## config.mk

```make
export PLATFORM = sky130hd
export DESIGN_NAME = lintr_router
export DESIGN_NICKNAME = d
export VERILOG_FILES = /design/src/rtl/lintr_pkg.sv /design/src/rtl/lintr_regs.sv /design/src/rtl/lintr_core_route.sv /design/src/rtl/lintr_router.sv
export SDC_FILE = /design/constraint.sdc
export NUM_CORES = 1
export LEC_CHECK = 0
export ABC_AREA = 1
export CAP_MARGIN = 15
export CORE_MARGIN = 3
export CORE_UTILIZATION = 39
export DETAILED_ROUTE_END_ITERATION = 6
export DONT_BUFFER_PORTS = 1
export MAX_ROUTING_LAYER = met4
export PLACE_DENSITY_LB_ADDON = 0.15
export SETUP_SLACK_MARGIN = 0.5
export SLEW_MARGIN = 20
export SYNTH_ARGS = -nofsm -noshare
export SYNTH_HDL_FRONTEND = slang
export SYNTH_SLANG_ARGS = --single-unit
```

## constraint.sdc

```tcl
create_clock -name clk -period 2.36 [get_ports clk]
set_input_delay 0.354 -clock clk [delete_from_list [all_inputs] [get_ports clk]]
set_output_delay 0.354 -clock clk [all_outputs]
set_load 0.01 [all_outputs]
```

## src/rtl/lintr_pkg.sv

```systemverilog
package lintr_pkg;

    localparam int ADDR_W = 8;
    localparam int DATA_W = 32;
    localparam int NSRC   = 4;              // timers / mailboxes per core
    localparam int CFG_W  = 2 * NSRC;       // IRQ half + FIQ half
    localparam int NROUTE = 2 * NSRC + 2;   // timers, mailboxes, GPU, PMU
    localparam int PEND_W = NROUTE + 2;     // plus two unused source slots
    localparam int PB_GPU = 2 * NSRC;
    localparam int PB_PMU = 2 * NSRC + 1;

    localparam logic [ADDR_W-1:0] OFF_CTRL    = 8'h00;
    localparam logic [ADDR_W-1:0] OFF_PRESC   = 8'h08;
    localparam logic [ADDR_W-1:0] OFF_GPU     = 8'h0C;
    localparam logic [ADDR_W-1:0] OFF_PMU_SET = 8'h10;
    localparam logic [ADDR_W-1:0] OFF_PMU_CLR = 8'h14;
    localparam logic [ADDR_W-1:0] OFF_TMR     = 8'h40;
    localparam logic [ADDR_W-1:0] OFF_MBX     = 8'h50;
    localparam logic [ADDR_W-1:0] OFF_PEND    = 8'h60;

    // Enable pair: low half routes to IRQ, high half to FIQ.
    typedef struct packed {
        logic [NSRC-1:0] fiq;
        logic [NSRC-1:0] irq;
    } en_pair_t;

    typedef struct packed {
        logic fiq;
        logic irq;
    } line_t;

    function automatic logic [ADDR_W-1:0] core_slot(logic [ADDR_W-1:0] base, int core);
        return base + ADDR_W'(core * 4);
    endfunction

    // FIQ wins over IRQ for a source enabled on both.
    function automatic line_t steer(logic [NROUTE-1:0] src,
                                    logic [NROUTE-1:0] ien,
                                    logic [NROUTE-1:0] fen);
        line_t r;
        r.fiq = |(src & fen);
        r.irq = |(src & ien & ~fen);
        return r;
    endfunction

endpackage

```

## src/rtl/lintr_regs.sv

```systemverilog
module lintr_regs
    import lintr_pkg::*;
#(
    parameter int NCORE  = 4,
    parameter int CORE_W = 2
) (
    input  logic                               clk,
    input  logic                               rst,
    input  logic [ADDR_W-1:0]                  bus_addr,
    input  logic                               bus_wr,
    input  logic [DATA_W-1:0]                  bus_wdata,
    output logic [DATA_W-1:0]                  bus_rdata,
    input  logic [NCORE-1:0][PEND_W-1:0]       pend_i,
    output en_pair_t [NCORE-1:0]               tcfg_o,
    output en_pair_t [NCORE-1:0]               mcfg_o,
    output logic [CORE_W-1:0]                  gpu_irq_core_o,
    output logic [CORE_W-1:0]                  gpu_fiq_core_o,
    output logic [NCORE-1:0]                   pmu_irq_en_o,
    output logic [NCORE-1:0]                   pmu_fiq_en_o
);

    localparam int GPU_W = 2 * CORE_W;

    logic [DATA_W-1:0]     ctrl_q;
    logic [DATA_W-1:0]     presc_q;
    logic [GPU_W-1:0]      gpu_q;
    logic [CFG_W-1:0]      pmu_q;
    en_pair_t [NCORE-1:0]  tcfg_q;
    en_pair_t [NCORE-1:0]  mcfg_q;

    always_ff @(posedge clk) begin
        if (rst) begin
            ctrl_q  <= '0;
            presc_q <= '0;
            gpu_q   <= '0;
            pmu_q   <= '0;
            tcfg_q  <= '0;
            mcfg_q  <= '0;
        end else if (bus_wr) begin
            if (bus_addr == OFF_CTRL)    ctrl_q  <= bus_wdata;
            if (bus_addr == OFF_PRESC)   presc_q <= bus_wdata;
            if (bus_addr == OFF_GPU)     gpu_q   <= bus_wdata[GPU_W-1:0];
            if (bus_addr == OFF_PMU_SET) pmu_q   <= pmu_q | bus_wdata[CFG_W-1:0];
            if (bus_addr == OFF_PMU_CLR) pmu_q   <= pmu_q & ~bus_wdata[CFG_W-1:0];
            for (int c = 0; c < NCORE; c++) begin
                if (bus_addr == core_slot(OFF_TMR, c)) tcfg_q[c] <= en_pair_t'(bus_wdata[CFG_W-1:0]);
                if (bus_addr == core_slot(OFF_MBX, c)) mcfg_q[c] <= en_pair_t'(bus_wdata[CFG_W-1:0]);
            end
        end
    end

    always_comb begin
        bus_rdata = '0;
        unique case (bus_addr)
            OFF_CTRL:                 bus_rdata = ctrl_q;
            OFF_PRESC:                bus_rdata = presc_q;
            OFF_GPU:                  bus_rdata = DATA_W'(gpu_q);
            OFF_PMU_SET, OFF_PMU_CLR: bus_rdata = DATA_W'(pmu_q);
            default:                  bus_rdata = '0;
        endcase
        for (int c = 0; c < NCORE; c++) begin
            if (bus_addr == core_slot(OFF_TMR, c))  bus_rdata = DATA_W'(tcfg_q[c]);
            if (bus_addr == core_slot(OFF_MBX, c))  bus_rdata = DATA_W'(mcfg_q[c]);
            if (bus_addr == core_slot(OFF_PEND, c)) bus_rdata = DATA_W'(pend_i[c]);
        end
    end

    assign tcfg_o         = tcfg_q;
    assign mcfg_o         = mcfg_q;
    assign gpu_irq_core_o = gpu_q[CORE_W-1:0];
    assign gpu_fiq_core_o = gpu_q[GPU_W-1:CORE_W];
    assign pmu_irq_en_o   = pmu_q[NCORE-1:0];
    assign pmu_fiq_en_o   = pmu_q[NSRC+NCORE-1:NSRC];

    logic unused_ok;
    assign unused_ok = ^{ctrl_q[0], pmu_q};

    AST_RESET_CLEARS: assert property (@(posedge clk)
        rst |=> (tcfg_q == '0 && mcfg_q == '0 && pmu_q == '0 && gpu_q == '0));

    AST_PMU_SET_KEEPS: assert property (@(posedge clk) disable iff (rst)
        (bus_wr && bus_addr == OFF_PMU_SET)
        |=> ((pmu_q & $past(bus_wdata[CFG_W-1:0])) == $past(bus_wdata[CFG_W-1:0])));

    AST_PMU_CLR_DROPS: assert property (@(posedge clk) disable iff (rst)
        (bus_wr && bus_addr == OFF_PMU_CLR)
        |=> ((pmu_q & $past(bus_wdata[CFG_W-1:0])) == '0));

    AST_PEND_WRITE_INERT: assert property (@(posedge clk) disable iff (rst)
        (bus_wr && bus_addr[ADDR_W-1:4] == OFF_PEND[ADDR_W-1:4])
        |=> $stable({ctrl_q, presc_q, gpu_q, pmu_q, tcfg_q, mcfg_q}));

endmodule

```

## src/rtl/lintr_core_route.sv

```systemverilog
module lintr_core_route
    import lintr_pkg::*;
(
    input  logic [NSRC-1:0]   tmr_i,
    input  logic [NSRC-1:0]   mbx_i,
    input  logic              gpu_i,
    input  logic              pmu_i,
    input  en_pair_t          tcfg_i,
    input  en_pair_t          mcfg_i,
    input  logic              gpu_to_irq_i,
    input  logic              gpu_to_fiq_i,
    input  logic              pmu_irq_en_i,
    input  logic              pmu_fiq_en_i,
    output logic              irq_o,
    output logic              fiq_o,
    output logic [PEND_W-1:0] pend_o
);

    logic [NROUTE-1:0] src, ien, fen;
    line_t             lines;

    assign src = {pmu_i,        gpu_i,        mbx_i,      tmr_i};
    assign ien = {pmu_irq_en_i, gpu_to_irq_i, mcfg_i.irq, tcfg_i.irq};
    assign fen = {pmu_fiq_en_i, gpu_to_fiq_i, mcfg_i.fiq, tcfg_i.fiq};

    assign lines  = steer(src, ien, fen);
    assign irq_o  = lines.irq;
    assign fiq_o  = lines.fiq;
    assign pend_o = PEND_W'(src & (ien | fen));

endmodule

```

## src/rtl/lintr_router.sv

```systemverilog
module lintr_router
    import lintr_pkg::*;
#(
    parameter int NCORE = 4
) (
    input  logic                  clk,
    input  logic                  rst,
    input  logic [ADDR_W-1:0]     bus_addr,
    input  logic                  bus_wr,
    input  logic [DATA_W-1:0]     bus_wdata,
    output logic [DATA_W-1:0]     bus_rdata,
    input  logic [NCORE*NSRC-1:0] tmr_lvl,
    input  logic [NCORE*NSRC-1:0] mbx_lvl,
    input  logic                  gpu_lvl,
    input  logic [NCORE-1:0]      pmu_lvl,
    output logic [NCORE-1:0]      core_irq,
    output logic [NCORE-1:0]      core_fiq
);

    localparam int CORE_W = (NCORE > 1) ? $clog2(NCORE) : 1;

    en_pair_t [NCORE-1:0]          tcfg, mcfg;
    logic [CORE_W-1:0]             gpu_irq_core, gpu_fiq_core;
    logic [NCORE-1:0]              pmu_irq_en, pmu_fiq_en;
    logic [NCORE-1:0][PEND_W-1:0]  pend;
    logic [NCORE-1:0]              gpu_pend;

    lintr_regs #(.NCORE(NCORE), .CORE_W(CORE_W)) regs_i (
        .clk            (clk),
        .rst            (rst),
        .bus_addr       (bus_addr),
        .bus_wr         (bus_wr),
        .bus_wdata      (bus_wdata),
        .bus_rdata      (bus_rdata),
        .pend_i         (pend),
        .tcfg_o         (tcfg),
        .mcfg_o         (mcfg),
        .gpu_irq_core_o (gpu_irq_core),
        .gpu_fiq_core_o (gpu_fiq_core),
        .pmu_irq_en_o   (pmu_irq_en),
        .pmu_fiq_en_o   (pmu_fiq_en)
    );

    for (genvar g = 0; g < NCORE; g++) begin : g_core
        lintr_core_route route_i (
            .tmr_i        (tmr_lvl[g*NSRC +: NSRC]),
            .mbx_i        (mbx_lvl[g*NSRC +: NSRC]),
            .gpu_i        (gpu_lvl),
            .pmu_i        (pmu_lvl[g]),
            .tcfg_i       (tcfg[g]),
            .mcfg_i       (mcfg[g]),
            .gpu_to_irq_i (gpu_irq_core == CORE_W'(g)),
            .gpu_to_fiq_i (gpu_fiq_core == CORE_W'(g)),
            .pmu_irq_en_i (pmu_irq_en[g]),
            .pmu_fiq_en_i (pmu_fiq_en[g]),
            .irq_o        (core_irq[g]),
            .fiq_o        (core_fiq[g]),
            .pend_o       (pend[g])
        );
        assign gpu_pend[g] = pend[g][PB_GPU];

        AST_IRQ_HAS_PENDING: assert property (@(posedge clk) disable iff (rst)
            core_irq[g] |-> (pend[g] != '0));
        AST_FIQ_HAS_PENDING: assert property (@(posedge clk) disable iff (rst)
            core_fiq[g] |-> (pend[g] != '0));
        AST_NO_DUAL_LINE: assert property (@(posedge clk) disable iff (rst)
            (pend[g] == pend[g][PB_GPU:0] && !gpu_lvl && $onehot0(pend[g]))
            |-> !(core_irq[g] && core_fiq[g]));
    end

    AST_GPU_SPREAD: assert property (@(posedge clk) disable iff (rst)
        gpu_lvl |-> ($countones(gpu_pend) >= 1 && $countones(gpu_pend) <= 2));

    AST_GPU_QUIET: assert property (@(posedge clk) disable iff (rst)
        !gpu_lvl |-> (gpu_pend == '0));

endmodule

```

==> flow_metrics.tcl <==
set metrics [dict create \
    grt_pass1_wl_mm 39.7 \
    synthMuxAreaShare_pct 0 \
    die-area_sq_um 21000 \
    p_sw_w 0.00118 \
    status "complete, no violations" \
    slew_violations 0 \
    numPlacedInstances 1286 \
    rows 50 \
    grt_pass1_vias 7154 \
    worst_pin_slew_ps 825 \
    via_per_inst 5.55 \
    hold_path_class "in2reg" \
    period_share_pct 87.9 \
    area_delta_synth_final_pct 27.2 \
    ant_nets 0 \
    max_freq_mhz 482 \
    drtPass1Iterations 7 \
    clkTransAtPathRegs_ps 60 \
    fin_total_pwr_w 0.00527 \
    ys_types 37 \
    tritoncts "done" \
    clockBufferDepth 2 \
    maxSlewHeadroom_pct 44.9 \
    antenna_found_initial 0 \
    drt_iter0_markers 473 \
    wirelength_mm 26.4 \
    diodes 0 \
    ys_seq_area_share_pct 37.3 \
    pwr-share-comb_pct 2.6 \
    fp.dieW_microns 145 \
    synth_warnings 0 \
    grt_usage_pct 25.2 \
    synth_cells 1079 \
    worst_ep_arrival_time_ps 1720 \
    synth_common_cells "nand2_1 (261), dfxtp_1 (140), inv_1 (100)" \
    grt_max_degree 140 \
    vias 7615 \
    finalSetupViolCount 0 \
    min_period_ps 2080 \
    synth_edf_count 0 \
    cap_violations 0 \
    pwr-share-seq_pct 44.9 \
    die-height_microns 145 \
    fill_cells 1876 \
    synth-simple-area-share_pct 30.6 \
    clock_latency_ps 420 \
    synthArstFlopShare_pct 0 \
    peakVddDrop_mv 0.583 \
    synth_top_cell_area_share_pct 37.3 \
    io-pin-count 120 \
    critical_path_class "in2out" \
    synth-xor-area-share_pct 0 \
    yosys.cell_count.top_type "nand2_1" \
    h-tree-depth 4 \
    ctsRootBufferMaster "clkbuf_16" \
    rsz0062_at_grt "true" \
    yosys-top-cells-area "dfxtp_1 (37%), nand2_1 (13%), a21oi_1 (6.3%)" \
    p_int_w 0.00408 \
    synthFlopType "dfxtp_1" \
    syn_area_sq_um 7510 \
    required_ps 2010 \
    core_area_sq_um 18800 \
    min_path_cells 1 \
    drive_above_1_share_pct 27.5 \
    clkSinkCount 140 \
    worstSetupEndpointType "output port" \
    worstRegToRegCells 5 \
    p_per_area_nw_per_um2 551 \
    synth_fa_ha_area_share_pct 0 \
    postSynthAreaPerCell_sq_um 6.96 \
    finalNetCount 1178 \
    drc 0 \
    p_leak_nw 3.50 \
    clock_skew_ps 0 \
    gp_congestion 0.962 \
    fin_setup_tns_ps 0 \
    p_sw_share_pct 22.5 \
    start_util_pct 39.9 \
    numPortBuffers 0 \
    dpl.hpwl_mm 17.6 \
    finalNonFillerCells 1371 \
    synth_area_leader_cell "dfxtp_1" \
    worstPathMaxFanout 4 \
    start_kind "input pin" \
    syn_nets 1159 \
    synth_compound_area_share_pct 22.0 \
    hold_viol 0 \
    grt_overflow_total 0 \
    synth_top_family_by_area "simple AND/OR/NAND/NOR gates" \
    numCtsBuffers 17 \
    clkPwrFrac_pct 52.5 \
    post_drt_wl_per_cell_microns 19.2 \
    synth_seq_cells 140 \
]
-- critical path, cell delays in order --
cell,delay [ps]
clkinv_16,30
nand2_8,70
nor2_4,70
buf_12,140
nand2_8,90
inv_8,40
nand2_2,50
nand2_2,70
nor2_2,110
nand4_1,120
nor2_2,160
nand4_1,140
nand2_2,110
nand4_1,150
-- path summary, 6_finish.rpt --
check | slack, ps | start | to
max | 280 | bus_addr[1] | bus_rdata[1]
min | 20 | rst | regs_i.tcfg_o[7]
max reg2reg | 1400 | regs_i.gpu_q[0] | regs_i.gpu_q[0]
min reg2reg | 470 | regs_i.presc_q[8] | regs_i.presc_q[8]
-- metrics by stage --
step | area (sq um) | setup WS, ps | hold WS [ps] | utilization [%]
2_1_floorplan | 7510 | 523 | 440 | -
3_3_place_gp | 7590 | 89.4 | 444 | 40.3
3_5_place_dp | 7590 | 110 | 447 | 40.3
4_1_cts | 8730 | 201 | 1.04 | 46.4
5_1_grt | 9560 | 165 | 13.2 | 50.7
6_report | 9560 | 285 | 22.1 | 50.7
-- power groups by stage --
stage / sequential (W) / combinational, W / clock, W
2_1_floorplan: 0.00242 / 0.000132 / 0
3_3_place_gp: 0.00242 / 0.0000996 / 0
3_5_place_dp: 0.00242 / 0.0000999 / 0
4_1_cts: 0.00237 / 0.000118 / 0.00280
5_1_grt: 0.00236 / 0.000149 / 0.00289
6_report: 0.00236 / 0.000139 / 0.00276
-- logic make-up after synthesis --
family / Yosys count
compound gates: 255
buf+inv: 178
flops: 140
simple gates: 506
-- timing repair --
action,CTS,global route
endpoints found under the hold margin,2,0
resized for setup,87,160
hold buffers,1,0
setup endpoints to repair,38,38
pin swaps,62,70
buffers inserted,32,18
gates cloned,1,1
-- final cells by class --
type / count / area (sq um) / share of cell area, %
well taps: 260 / 325 / 3.40
flip-flops and latches: 140 / 2860 / 29.9
multi-input cells: 762 / 4670 / 48.9
clock inverters: 12 / 164 / 1.72
inverters: 113 / 510 / 5.34
clock buffers: 20 / 437 / 4.57
repair buffers: 64 / 591 / 6.18
-- sequential cells by signal, indices dropped and copies added (netlist names), named ones only --
register and flops:
regs_i.tcfg_o 32, regs_i.mcfg_o 32, regs_i.ctrl_q 32, regs_i.presc_q 32, regs_i.gpu_q 4
-- metal layers --
layer / routed length (microns) / part of all wire (%) / up-vias / global-route usage, %
li1: - / - / 3703 / -
met1: 11300 / 43 / 3529 / 33.0
met2: 11900 / 45 / 324 / 37.6
met3: 2370 / 9.0 / 59 / 7.03
met4: 824 / 3.1 / 0 / 8.44
met5: 0 / 0 / - / -
-- layout by cell type (no fill, tap or decap), drive strengths merged --
master | Yosys | final
bufinv | 0 | 3
dlygate4sd3 | 0 | 1
clkinvlp | 0 | 1
inv | 113 | 111
o2111ai | 4 | 4
nand3 | 85 | 85
nor3 | 14 | 14
a31oi | 3 | 3
a22o | 23 | 23
a21oi | 95 | 95
nand2 | 271 | 271
a311oi | 2 | 2
clkinv | 0 | 10
clkbuf | 24 | 21
nand3b | 1 | 1
o211ai | 19 | 19
dfxtp | 140 | 140
a221oi | 8 | 8
buf | 41 | 62
o22ai | 5 | 5
nor4 | 2 | 2
o221ai | 1 | 1
nor2 | 113 | 114
o21a | 1 | 1
o21ai | 31 | 31
a211oi | 63 | 63
nand4 | 20 | 20
(Power assumes the default switching activity.)
